[config.mk]
export PLATFORM = sky130hd
export DESIGN_NAME = tx_slice_gate
export DESIGN_NICKNAME = d
export VERILOG_FILES = /design/src/rtl/tx_slice_gate_pkg.sv /design/src/rtl/slice_timer.sv /design/src/rtl/slice_match.sv /design/src/rtl/tx_slice_gate.sv
export SDC_FILE = /design/constraint.sdc
export NUM_CORES = 1
export LEC_CHECK = 0
export ABC_AREA = 0
export BUFFER_PORTS_ARGS = -buffer_cell sky130_fd_sc_hd__buf_2
export CAP_MARGIN = 10
export CORE_ASPECT_RATIO = 0.75
export CORE_MARGIN = 8
export CORE_UTILIZATION = 49
export DETAILED_ROUTE_END_ITERATION = 8
export PLACE_DENSITY = 0.7
export SLEW_MARGIN = 20
export SYNTH_ARGS = -nofsm -noshare
export SYNTH_HDL_FRONTEND = slang
export SYNTH_SLANG_ARGS = --single-unit
[constraint.sdc]
create_clock -name clk -period 5.5 [get_ports clk]
set_clock_uncertainty 0.15 [all_clocks]
set_input_delay 0.55 -clock clk [delete_from_list [all_inputs] [get_ports clk]]
set_output_delay 0.55 -clock clk [all_outputs]
set_load 0.05 [all_outputs]
[src/rtl/tx_slice_gate_pkg.sv]
package tx_slice_gate_pkg;

    typedef enum logic [1:0] {
        PH_BEFORE = 2'd0,
        PH_OPEN   = 2'd1,
        PH_AFTER  = 2'd2
    } phase_e;

    typedef enum logic [1:0] {
        FLD_PERIOD = 2'd0,
        FLD_START  = 2'd1,
        FLD_END    = 2'd2,
        FLD_TAG    = 2'd3
    } field_e;

endpackage

[src/rtl/slice_timer.sv]
module slice_timer
    import tx_slice_gate_pkg::*;
#(
    parameter int CNT_W = 20,
    parameter int TAG_W = 32
) (
    input  logic             clk,
    input  logic             rst_n,
    input  logic             tick,
    input  logic             sync,
    input  logic             wr_hit,
    input  logic [1:0]       wr_field,
    input  logic [TAG_W-1:0] wr_data,
    output logic             gate,
    output logic [TAG_W-1:0] tag
);

    logic [CNT_W-1:0] cnt_q, cnt_d;
    logic [CNT_W-1:0] per_a, st_a, end_a;
    logic [CNT_W-1:0] per_d, st_d, end_d;
    logic [CNT_W-1:0] per_p, st_p, end_p;
    logic [TAG_W-1:0] tag_q;
    phase_e           ph_q, ph_d;

    // next count and active timing: synchronize beats tick
    always_comb begin
        cnt_d = cnt_q;
        per_d = per_a;
        st_d  = st_a;
        end_d = end_a;
        if (sync) begin
            cnt_d = '0;
            per_d = per_p;
            st_d  = st_p;
            end_d = end_p;
        end else if (tick) begin
            if (cnt_q >= per_a) begin
                cnt_d = '0;
                per_d = per_p;
                st_d  = st_p;
                end_d = end_p;
            end else begin
                cnt_d = cnt_q + CNT_W'(1);
            end
        end
    end

    // phase of the next count
    always_comb begin
        if (cnt_d < st_d)
            ph_d = PH_BEFORE;
        else if (cnt_d <= end_d)
            ph_d = PH_OPEN;
        else
            ph_d = PH_AFTER;
    end

    // state register
    always_ff @(posedge clk or negedge rst_n) begin
        if (!rst_n) begin
            ph_q  <= PH_OPEN;
            cnt_q <= '0;
            per_a <= '0;
            st_a  <= '0;
            end_a <= '0;
        end else begin
            ph_q  <= ph_d;
            cnt_q <= cnt_d;
            per_a <= per_d;
            st_a  <= st_d;
            end_a <= end_d;
        end
    end

    // staged timing and immediate tag
    always_ff @(posedge clk or negedge rst_n) begin
        if (!rst_n) begin
            per_p <= '0;
            st_p  <= '0;
            end_p <= '0;
            tag_q <= '0;
        end else if (wr_hit) begin
            unique case (field_e'(wr_field))
                FLD_PERIOD: per_p <= wr_data[CNT_W-1:0];
                FLD_START:  st_p  <= wr_data[CNT_W-1:0];
                FLD_END:    end_p <= wr_data[CNT_W-1:0];
                FLD_TAG:    tag_q <= wr_data;
                default:    tag_q <= tag_q;
            endcase
        end
    end

    // outputs
    always_comb begin
        unique case (ph_q)
            PH_OPEN:   gate = 1'b1;
            PH_BEFORE: gate = 1'b0;
            PH_AFTER:  gate = 1'b0;
            default:   gate = 1'b0;
        endcase
        tag = tag_q;
    end

endmodule

[src/rtl/slice_match.sv]
module slice_match #(
    parameter int SLICE_N = 4,
    parameter int TAG_W   = 32,
    parameter int IDX_W   = 2
) (
    input  logic [TAG_W-1:0] tags [SLICE_N],
    input  logic [TAG_W-1:0] pkt_tag,
    output logic [IDX_W-1:0] sel
);

    // scan from the top so the lowest matching index is left standing
    always_comb begin
        sel = '0;
        for (int i = SLICE_N - 1; i >= 0; i--) begin
            if (tags[i] == pkt_tag)
                sel = IDX_W'(i);
        end
    end

endmodule

[src/rtl/tx_slice_gate.sv]
module tx_slice_gate #(
    parameter int SLICE_N = 4,
    parameter int CNT_W   = 20,
    parameter int TAG_W   = 32,
    localparam int IDX_W  = $clog2(SLICE_N),
    localparam int WI_W   = $clog2(SLICE_N + 1)
) (
    input  logic             clk,
    input  logic             rst_n,
    input  logic             us_tick,
    input  logic             wr_en,
    input  logic [WI_W-1:0]  wr_slice,
    input  logic [1:0]       wr_field,
    input  logic [TAG_W-1:0] wr_data,
    input  logic             pkt_valid,
    input  logic [TAG_W-1:0] pkt_tag,
    output logic [SLICE_N-1:0] slice_gate,
    output logic             pkt_permit,
    output logic [IDX_W-1:0] pkt_slice
);

    logic             sync_all;
    logic [TAG_W-1:0] tag_w [SLICE_N];

    assign sync_all = wr_en && (wr_slice == WI_W'(SLICE_N));

    for (genvar g = 0; g < SLICE_N; g++) begin : g_slice
        logic hit;
        assign hit = wr_en && (wr_slice == WI_W'(g));
        slice_timer #(.CNT_W(CNT_W), .TAG_W(TAG_W)) u_timer (
            .clk      (clk),
            .rst_n    (rst_n),
            .tick     (us_tick),
            .sync     (sync_all),
            .wr_hit   (hit),
            .wr_field (wr_field),
            .wr_data  (wr_data),
            .gate     (slice_gate[g]),
            .tag      (tag_w[g])
        );
    end

    slice_match #(.SLICE_N(SLICE_N), .TAG_W(TAG_W), .IDX_W(IDX_W)) u_match (
        .tags    (tag_w),
        .pkt_tag (pkt_tag),
        .sel     (pkt_slice)
    );

    always_comb pkt_permit = pkt_valid && slice_gate[pkt_slice];

endmodule

==> reports/metrics.cfg <==
[global_routing]
grt_pass1_vias=22600
antenna_found_initial=7
grt-ovfl-total=0
grt_pass1_wl_um=132000
grtUsageTotal=0.215
grt_max_degree=153

[floorplanning]
num_io_pins=81
die_y_um=244
dieArea_mm2=0.0781
rows=83
coreArea_mm2=0.0685
die_width_um=320
initial_core_util=0.496

[setup_path]
crit_path_start_kind=flop
path_class=reg2reg
worstPathArrival_ns=5.40
timing.rr.start=g_slice[2].u_timer.cnt_q[0]$_DFF_PN0_
worstPathRequired_ns=5.87
setup.worst_path.start=g_slice[2].u_timer.cnt_q[0]$_DFF_PN0_
end_kind=flop
cp_max_fo=29

[place]
place_ws_ns=0.442
placed_cell_area_mm2=0.0354
dp_hpwl_um=58000
gp_congestion=0.930
portBuffers=80

[cts]
clk_latency_ns=0.62
cts.clk_slew.worst_paths_ns=0.06
cts_root_buf=clkbuf_16
htree_levels=3
cts_tree=yes
numCtsBuffers=68
clockBufferDepth=3
numClockSinks=696

[synth]
syn-cell-area_mm2=0.0340
synth_edf_count=0
yosysTopAreaCellShare=0.510
synth_area_leader_cell=dfrtp_1
syn_area_per_cell_um2=12.1
synth.area.top_cells=dfrtp_1, mux2_2, ha_1, mux2i_1, xor2_1
synth_flop_cell=dfrtp_1
async_reset_ff_frac=1.00
yosysSeqAreaShare=0.513
synth_fp_nets=3116
yosys_warnings=0
synth_cell_type_count=62
synthCells=2802
ys_seq_elements=696

[timing]
layout_worst_path_cycle_share=0.914
tns_ns=0
final_hold_viol_count=0
setup_viol=0
rsz0062_at_grt=false
slew_headroom=0.237
worstMarginPinSlew_ns=1.14
clock.fmax_mhz=199
maxSlewViolCount=0
period_minus_slack_ns=5.03
setup_slack_ns=0.472

[detailed_routing]
drt_pass1_iterations=5
wirelength_um=83600
drtIter0Drc=1563
vias=21500
avgRoutedWirePerCell_um=21.8
via_per_inst=5.63
route.detailed.drc=0
antenna_left=0

[power_and_ir_drop]
p_per_area_mw_per_mm2=440
total_power_mw=16.6
p_leak_nw=19.7
peakVddDrop_v=0.000243

[worst_hold_path]
hold_path_class=in2reg
min_from=wr_data[20]

[finish]
final_cell_mix=dfrtp_1, mux2_2, inv_1, ha_1, mux2i_1
fin_area_mm2=0.0377
finalCoreUtilization=0.550
area_growth_pct=11.1
drive_gt1_frac=0.228
final_common_cell=dfrtp_1
layout.nets=3196

[outcome]
status=finished clean

[job]
maxCapViolCount=0

-- logic make-up after synthesis --
group,synth area share
flops,0.513
fa+ha+maj,0.0884
compound gates,0.0446
mux,0.185
xor+xnor,0.0518
simple gates,0.0743
buf+inv,0.0427
-- Yosys cell counts (4+ instances only) --
master	n
and2_1	21
a21oi_1	66
or3_1	4
mux2i_1	148
nand2_1	127
o21a_1	7
xor2_1	136
inv_1	247
dfrtp_1	692
nor2_1	105
mux2_2	420
buf_6	10
a211o_1	4
nor3_1	12
a211oi_1	6
clkbuf_1	59
nand3_1	35
nor2b_1	33
dfstp_2	4
ha_1	240
xnor2_1	65
o21ai_0	75
mux2_1	5
a221o_1	4
buf_4	10
buf_1	9
nor4_1	32
and4_1	10
nand4_1	68
nand2b_1	7
and3_1	26
a21o_1	49
buf_2	16
-- critical path: stages, from the launching register on --
cell      delay [ns]
dfrtp_1         0.51
inv_1           0.23
ha_1            0.32
nor2b_1         0.13
o21ai_0         0.12
a221oi_1        0.51
o221ai_2        0.25
a21oi_4         0.35
buf_12          0.25
a21boi_0        0.40
ha_1            0.31
and2_0          0.16
a221o_1         0.31
a221oi_1        0.37
o21ai_0         0.22
a21oi_1         0.19
a21boi_0        0.13
-- timing repair --
action,CTS,global route
endpoints found under the setup margin,0,1
endpoints found under the hold margin,88,0
hold buffers,1,0
buffers inserted,0,0
resized for setup,0,1
-- registers in the layout, indices dropped and copies added, names as in the netlist --
name and cells:
g_slice.u_timer.cnt_q 80, g_slice.u_timer.st_p 80, g_slice.u_timer.end_a 80, g_slice.u_timer.tag 128
g_slice.u_timer.end_p 80, g_slice.u_timer.st_a 80, g_slice.u_timer.per_a 80, g_slice.u_timer.per_p 80
g_slice.u_timer.ph_q 8
-- metrics by stage --
stage / cells / hold WS [ns]
finish: 3829 / 0.0667
global route: 3825 / 0.0548
floorplan: 2802 / 0.104
global placement: 3703 / 0.301
CTS: 3823 / 0.0316
detailed placement: 3703 / 0.313
-- worst paths after layout --
check,end,slack [ns],cells past startpoint
setup / recovery,g_slice[2].u_timer.ph_q[0]$_DFF_PN1_,0.47,16
hold / removal,g_slice[2].u_timer.tag[20]$_DFFE_PN0P_,0.07,2
setup reg to reg,g_slice[2].u_timer.ph_q[0]$_DFF_PN1_,0.47,16
hold reg to reg,g_slice[3].u_timer.per_a[3]$_DFFE_PN0P_,0.32,2
max in group asynchronous,g_slice[3].u_timer.st_a[8]$_DFF_PN0_,3.41,3
min in group asynchronous,g_slice[2].u_timer.end_a[10]$_DFF_PN0_,0.45,2
-- layer usage --
layer,share of wire,routed length [µm],track usage,vias to the layer above
met4,0.027,2250,0.0598,2
met2,0.43,36400,0.321,504
met3,0.068,5730,0.0531,135
met1,0.47,39300,0.311,11000
li1,-,-,-,9857
met5,0.000084,7,0,-
-- power by group --
group	switching, mW	leakage, nW	internal (mW)
registers	0.671	9.03	6.48
clock network	1.98	1.15	2.88
logic	2.59	9.56	1.97
-- layout make-up --
cell class                      count  area (µm²)
Timing Repair Buffer              114         756
Clock inverter                     21         262
Sequential cell                   696       17400
Antenna cell                        6        15.0
Fill cell                        5737       30800
Multi-Input combinational cell   1755       15200
Clock buffer                       98        2060
Tap cell                          892        1120
Inverter                          247         927
No activity file was read; power rests on OpenSTA's default activity.
